**config.mk**
```make
export PLATFORM = sky130hd
export DESIGN_NAME = cat_score_max
export DESIGN_NICKNAME = d
export VERILOG_FILES = /design/src/rtl/cat_score_pkg.sv /design/src/rtl/row_popcount.sv /design/src/rtl/score_argmax.sv /design/src/rtl/cert_scale.sv /design/src/rtl/cat_score_max.sv
export SDC_FILE = /design/constraint.sdc
export NUM_CORES = 1
export LEC_CHECK = 0
export ABC_AREA = 0
export BUFFER_PORTS_ARGS = -buffer_cell sky130_fd_sc_hd__buf_2
export CAP_MARGIN = 20
export CORE_MARGIN = 3
export CORE_UTILIZATION = 50
export CTS_BUF_LIST = sky130_fd_sc_hd__clkbuf_8
export CTS_CLUSTER_SIZE = 30
export DETAILED_ROUTE_END_ITERATION = 10
export PLACE_DENSITY = 0.75
export SLEW_MARGIN = 10
export SYNTH_ARGS = -nofsm -noshare
export SYNTH_HDL_FRONTEND = slang
export SYNTH_SLANG_ARGS = --single-unit
```
**constraint.sdc**
```tcl
create_clock -name clk_i -period 14 [get_ports clk_i]
set_input_delay 1.4 -clock clk_i [delete_from_list [all_inputs] [get_ports clk_i]]
set_output_delay 1.4 -clock clk_i [all_outputs]
set_load 0.01 [all_outputs]
```
**src/rtl/cat_score_pkg.sv**
```systemverilog
package cat_score_pkg;
  localparam int unsigned DEF_CATS = 2;
  localparam int unsigned DEF_ROWS = 58;
  localparam int unsigned DEF_FRAC = 8;

  function automatic int unsigned idx_w(input int unsigned n);
    return (n > 1) ? $clog2(n) : 1;
  endfunction
endpackage

```
**src/rtl/row_popcount.sv**
```systemverilog
module row_popcount #(
  parameter int unsigned ROWS = 58,
  parameter int unsigned CW   = $clog2(ROWS + 1)
) (
  input  logic [ROWS-1:0] rows_i,
  output logic [CW-1:0]   cnt_o
);
  always_comb begin
    cnt_o = '0;
    for (int i = 0; i < ROWS; i++) cnt_o = cnt_o + CW'(rows_i[i]);
  end
endmodule

```
**src/rtl/score_argmax.sv**
```systemverilog
module score_argmax #(
  parameter int unsigned CATS = 2,
  parameter int unsigned CW   = 6,
  parameter int unsigned IW   = 1
) (
  input  logic [CATS*CW-1:0] scores_i,
  output logic [IW-1:0]      idx_o,
  output logic [CW-1:0]      max_o
);
  // strict compare keeps the lowest index on ties
  always_comb begin
    idx_o = '0;
    max_o = scores_i[CW-1:0];
    for (int c = 1; c < CATS; c++) begin
      if (scores_i[c*CW +: CW] > max_o) begin
        max_o = scores_i[c*CW +: CW];
        idx_o = IW'(c);
      end
    end
  end
endmodule

```
**src/rtl/cert_scale.sv**
```systemverilog
module cert_scale #(
  parameter int unsigned ROWS = 58,
  parameter int unsigned CW   = $clog2(ROWS + 1),
  parameter int unsigned FRAC = 8
) (
  input  logic [CW-1:0] score_i,
  output logic [FRAC:0] cert_o
);
  localparam int unsigned PW = CW + FRAC;
  logic [PW-1:0] num;
  logic [PW-1:0] quo;
  assign num    = {score_i, {FRAC{1'b0}}};
  assign quo    = num / PW'(ROWS);
  assign cert_o = quo[FRAC:0];
endmodule

```
**src/rtl/cat_score_max.sv**
```systemverilog
module cat_score_max
  import cat_score_pkg::*;
#(
  parameter int unsigned NUM_CATS = DEF_CATS,
  parameter int unsigned NUM_ROWS = DEF_ROWS,
  parameter int unsigned FRAC_W   = DEF_FRAC,
  localparam int unsigned IW      = idx_w(NUM_CATS),
  localparam int unsigned CW      = $clog2(NUM_ROWS + 1)
) (
  input  logic                         clk_i,
  input  logic                         rst_ni,
  input  logic                         valid_i,
  input  logic [NUM_CATS*NUM_ROWS-1:0] rows_i,
  output logic                         valid_o,
  output logic [IW-1:0]                cat_o,
  output logic [CW-1:0]                score_o,
  output logic [FRAC_W:0]              cert_o,
  output logic                         no_match_o
);
  logic [NUM_CATS*CW-1:0] cnt_d, cnt_q;
  logic                   v1_q;
  logic [IW-1:0]          best_idx;
  logic [CW-1:0]          best_cnt;
  logic [FRAC_W:0]        best_cert;

  for (genvar c = 0; c < NUM_CATS; c++) begin : g_cat
    row_popcount #(.ROWS(NUM_ROWS), .CW(CW)) u_pop (
      .rows_i (rows_i[c*NUM_ROWS +: NUM_ROWS]),
      .cnt_o  (cnt_d[c*CW +: CW])
    );
  end

  // stage 1: per-category counts
  always_ff @(posedge clk_i or negedge rst_ni) begin
    if (!rst_ni) begin
      v1_q  <= 1'b0;
      cnt_q <= '0;
    end else begin
      v1_q <= valid_i;
      if (valid_i) cnt_q <= cnt_d;
    end
  end

  score_argmax #(.CATS(NUM_CATS), .CW(CW), .IW(IW)) u_max (
    .scores_i (cnt_q),
    .idx_o    (best_idx),
    .max_o    (best_cnt)
  );

  cert_scale #(.ROWS(NUM_ROWS), .CW(CW), .FRAC(FRAC_W)) u_cert (
    .score_i (best_cnt),
    .cert_o  (best_cert)
  );

  // stage 2: selected result, held until next pattern
  always_ff @(posedge clk_i or negedge rst_ni) begin
    if (!rst_ni) begin
      valid_o    <= 1'b0;
      cat_o      <= '0;
      score_o    <= '0;
      cert_o     <= '0;
      no_match_o <= 1'b0;
    end else begin
      valid_o <= v1_q;
      if (v1_q) begin
        cat_o      <= best_idx;
        score_o    <= best_cnt;
        cert_o     <= best_cert;
        no_match_o <= (best_cnt == '0);
      end
    end
  end
endmodule

```
==> results.toml <==
[floorplan]
die-height_um = 115
row_count = 39
die_area_um2 = 13200
coreArea_um2 = 11500
initial_utilization_pct = 51.6
die_w_um = 115
ios = 137

[drt]
totalWireLength_um = 13900
first_pass_iters = 5
drc = 0
ant_nets = 0
wire_per_inst_um = 15.0
drtIter0Drc = 425
vias = 5070
viasPerCell = 5.47

[critical_path]
required_ns = 14.17
crit_slowest_cell = "o32ai_1"
crit_path_max_fanout = 10
max_stage_delay_ns = 0.58
cp.arrival_ns = 8.80
cp-end-kind = "flop"
start_kind = "flop"
critPathKind = "flop to flop"
reg2reg_slack_ns = 5.38

[grt]
grtUsageMet1_pct = 27.9
grt_use_total_pct = 21.9
busiest_layer = "met2"
grt_use_met3_pct = 2.63
grt_overflow_total = 0
met2_usage_pct = 39.9
grt_max_degree = 32
grt_pass1_wl_um = 23900
first_global_vias = 5299
antenna_found_initial = 0

[finish]
diodes = 0
area_delta_synth_final_pct = 15.1
layout.nets = 1038
drive_gt1_share_pct = 23.7

[status]
status = "finished clean"

[cts]
cts.hold.buffers_added = 0
clkLatencyLatePin_ns = 0.29
root_buffer = "clkbuf_8"
cts_sinks = 31
post_cts_resized = 0
cts_buffers = 5
postCtsSetupRepairBufs = 0
cts_tree = "done"
clock_path_buffers = 2
clk_pin_slew_worst_paths_ns = 0.08
h-tree-depth = 2

[logic_synthesis]
synth.distinct_cells = 79
yosysTopAreaCell = "fa_1"
syn_nets = 907
synth_top_cell_area_share_pct = 32.3
ys_ff_latch = 31
ys_top_cells_by_area = "fa_1, dfrtp_1, inv_1"
syn-cell-area_um2 = 5950
syn_inst = 652
yosys_most_used_dff = "dfrtp_1"
syn_area_per_cell_um2 = 9.12
synth_warnings = 0
ys_seq_area_share_pct = 13.0
async_flop_share_pct = 100
synth_edf_count = 0

[timing]
rsz0062_at_grt = "no"
min_period_ns = 8.62
slew_headroom_pct = 36.7
fmax_mhz = 116
fin_tns_setup_ns = 0
setup_violations = 0
finalCritPeriodShare_pct = 61.6
maxSlewViolCount = 0
fin_ws_ns = 5.38
tightest_slew_ns = 0.950
skew_ns = 0.00989
hold_violations = 0

[place]
dp_hpwl_um = 12200
place.gp.congestion = 0.917
dp_slack_ns = 5.56
portBuffers = 136

[flow_run]
max-cap-violations = 0

[min_path]
hold_class = "flop to flop"
[path summary, 6_finish.rpt]
path	endpoint	startpoint	depth (start not counted)
worst max-delay path	cert_o[0]	cnt_q[1]	32
worst min-delay path	cert_o[5]	cert_o[5]	1
worst max register to register	cert_o[0]	cnt_q[1]	32
worst min register to register	cert_o[5]	cert_o[5]	1
max in group asynchronous	cnt_q[8]	rst_ni	1
min in group asynchronous	cert_o[3]	rst_ni	1
[kinds of logic after synthesis]
group           synth area share [%]
flops                           13.0
simple gates                    12.3
xor+xnor                        2.34
buf+inv                         11.3
fa+ha+maj                       40.7
compound gates                  17.3
mux                             2.97
[routing by layer]
| layer | routed length, um | vias up |
|---|---|---|
| met5 | 0 | - |
| met4 | 264 | 0 |
| met3 | 836 | 28 |
| met2 | 7130 | 199 |
| met1 | 5690 | 2446 |
| li1 | - | 2397 |
[critical path: cells and delay by family, from the launching register on]
kind                     cells  cell delay [ns]
AND/OR/NAND/NOR             13             2.91
buffers and inverters        2             0.28
AO/OA/AOI/OAI               12             3.30
flip-flops                   1             0.42
adder cells (fa/ha/maj)      4             1.28
multiplexers                 1             0.31
[cell usage in the layout (no fill, tap or decap), types with 5 or more instances in the layout]
cell / n
ha_1: 40
clkbuf_8: 5
dfrtp_1: 31
fa_1: 96
o21a_1: 8
o22ai_1: 5
mux2i_1: 5
xnor2_1: 13
nand3_1: 17
buf_2: 136
o21ai_0: 18
and3_1: 5
o21ai_1: 5
a21o_1: 8
a21oi_1: 34
mux2_2: 9
inv_1: 164
nand4_1: 8
nor2_1: 40
nor3_1: 8
nand2_1: 24
[sequential cells by signal (all words and copies together) (netlist names)]
register / flops
cnt_q: 12
cert_o: 9
score_o: 6
cat_o: 1
no_match_o: 1
v1_q: 1
valid_o: 1
[synthesized netlist by cell type, types with 4 or more instances]
cell type / instances
and2_1: 4
nand3_1: 17
inv_1: 164
o21ai_0: 18
o21ai_1: 5
o21a_1: 8
nor2_1: 40
mux2_2: 9
a21oi_1: 34
nand4_1: 8
ha_1: 40
nand2_1: 24
o31ai_1: 4
buf_2: 4
or3_1: 4
and3_1: 5
o22ai_1: 5
nor3_1: 8
clkbuf_1: 7
or2_2: 4
fa_1: 96
xnor2_1: 13
nor4_1: 4
a31oi_1: 4
a21o_1: 8
dfrtp_1: 31
mux2i_1: 5
or2_1: 4
[final cells by class]
| cell class | instances | area, um^2 |
|---|---|---|
| Fill cell | 1042 | 4670 |
| Multi-Input combinational cell | 443 | 4500 |
| Sequential cell | 31 | 776 |
| Timing Repair Buffer | 136 | 681 |
| Inverter | 166 | 623 |
| Tap cell | 143 | 179 |
| Clock buffer | 5 | 68.8 |
| Clock inverter | 3 | 20.0 |
[through the flow]
| step | util [%] | hold slack, ns | area (um^2) | instances |
|---|---|---|---|---|
| floorplan | - | 0.386 | 5950 | 652 |
| global placement | 58.7 | 0.485 | 6760 | 919 |
| detailed placement | 58.7 | 0.498 | 6760 | 919 |
| CTS | 59.4 | 0.515 | 6850 | 927 |
| global route | 59.4 | 0.518 | 6850 | 927 |
| finish | 59.4 | 0.512 | 6850 | 927 |
Power is not shown: default switching activity piles up to over one toggle a cycle in this logic, so the estimate is an artifact.
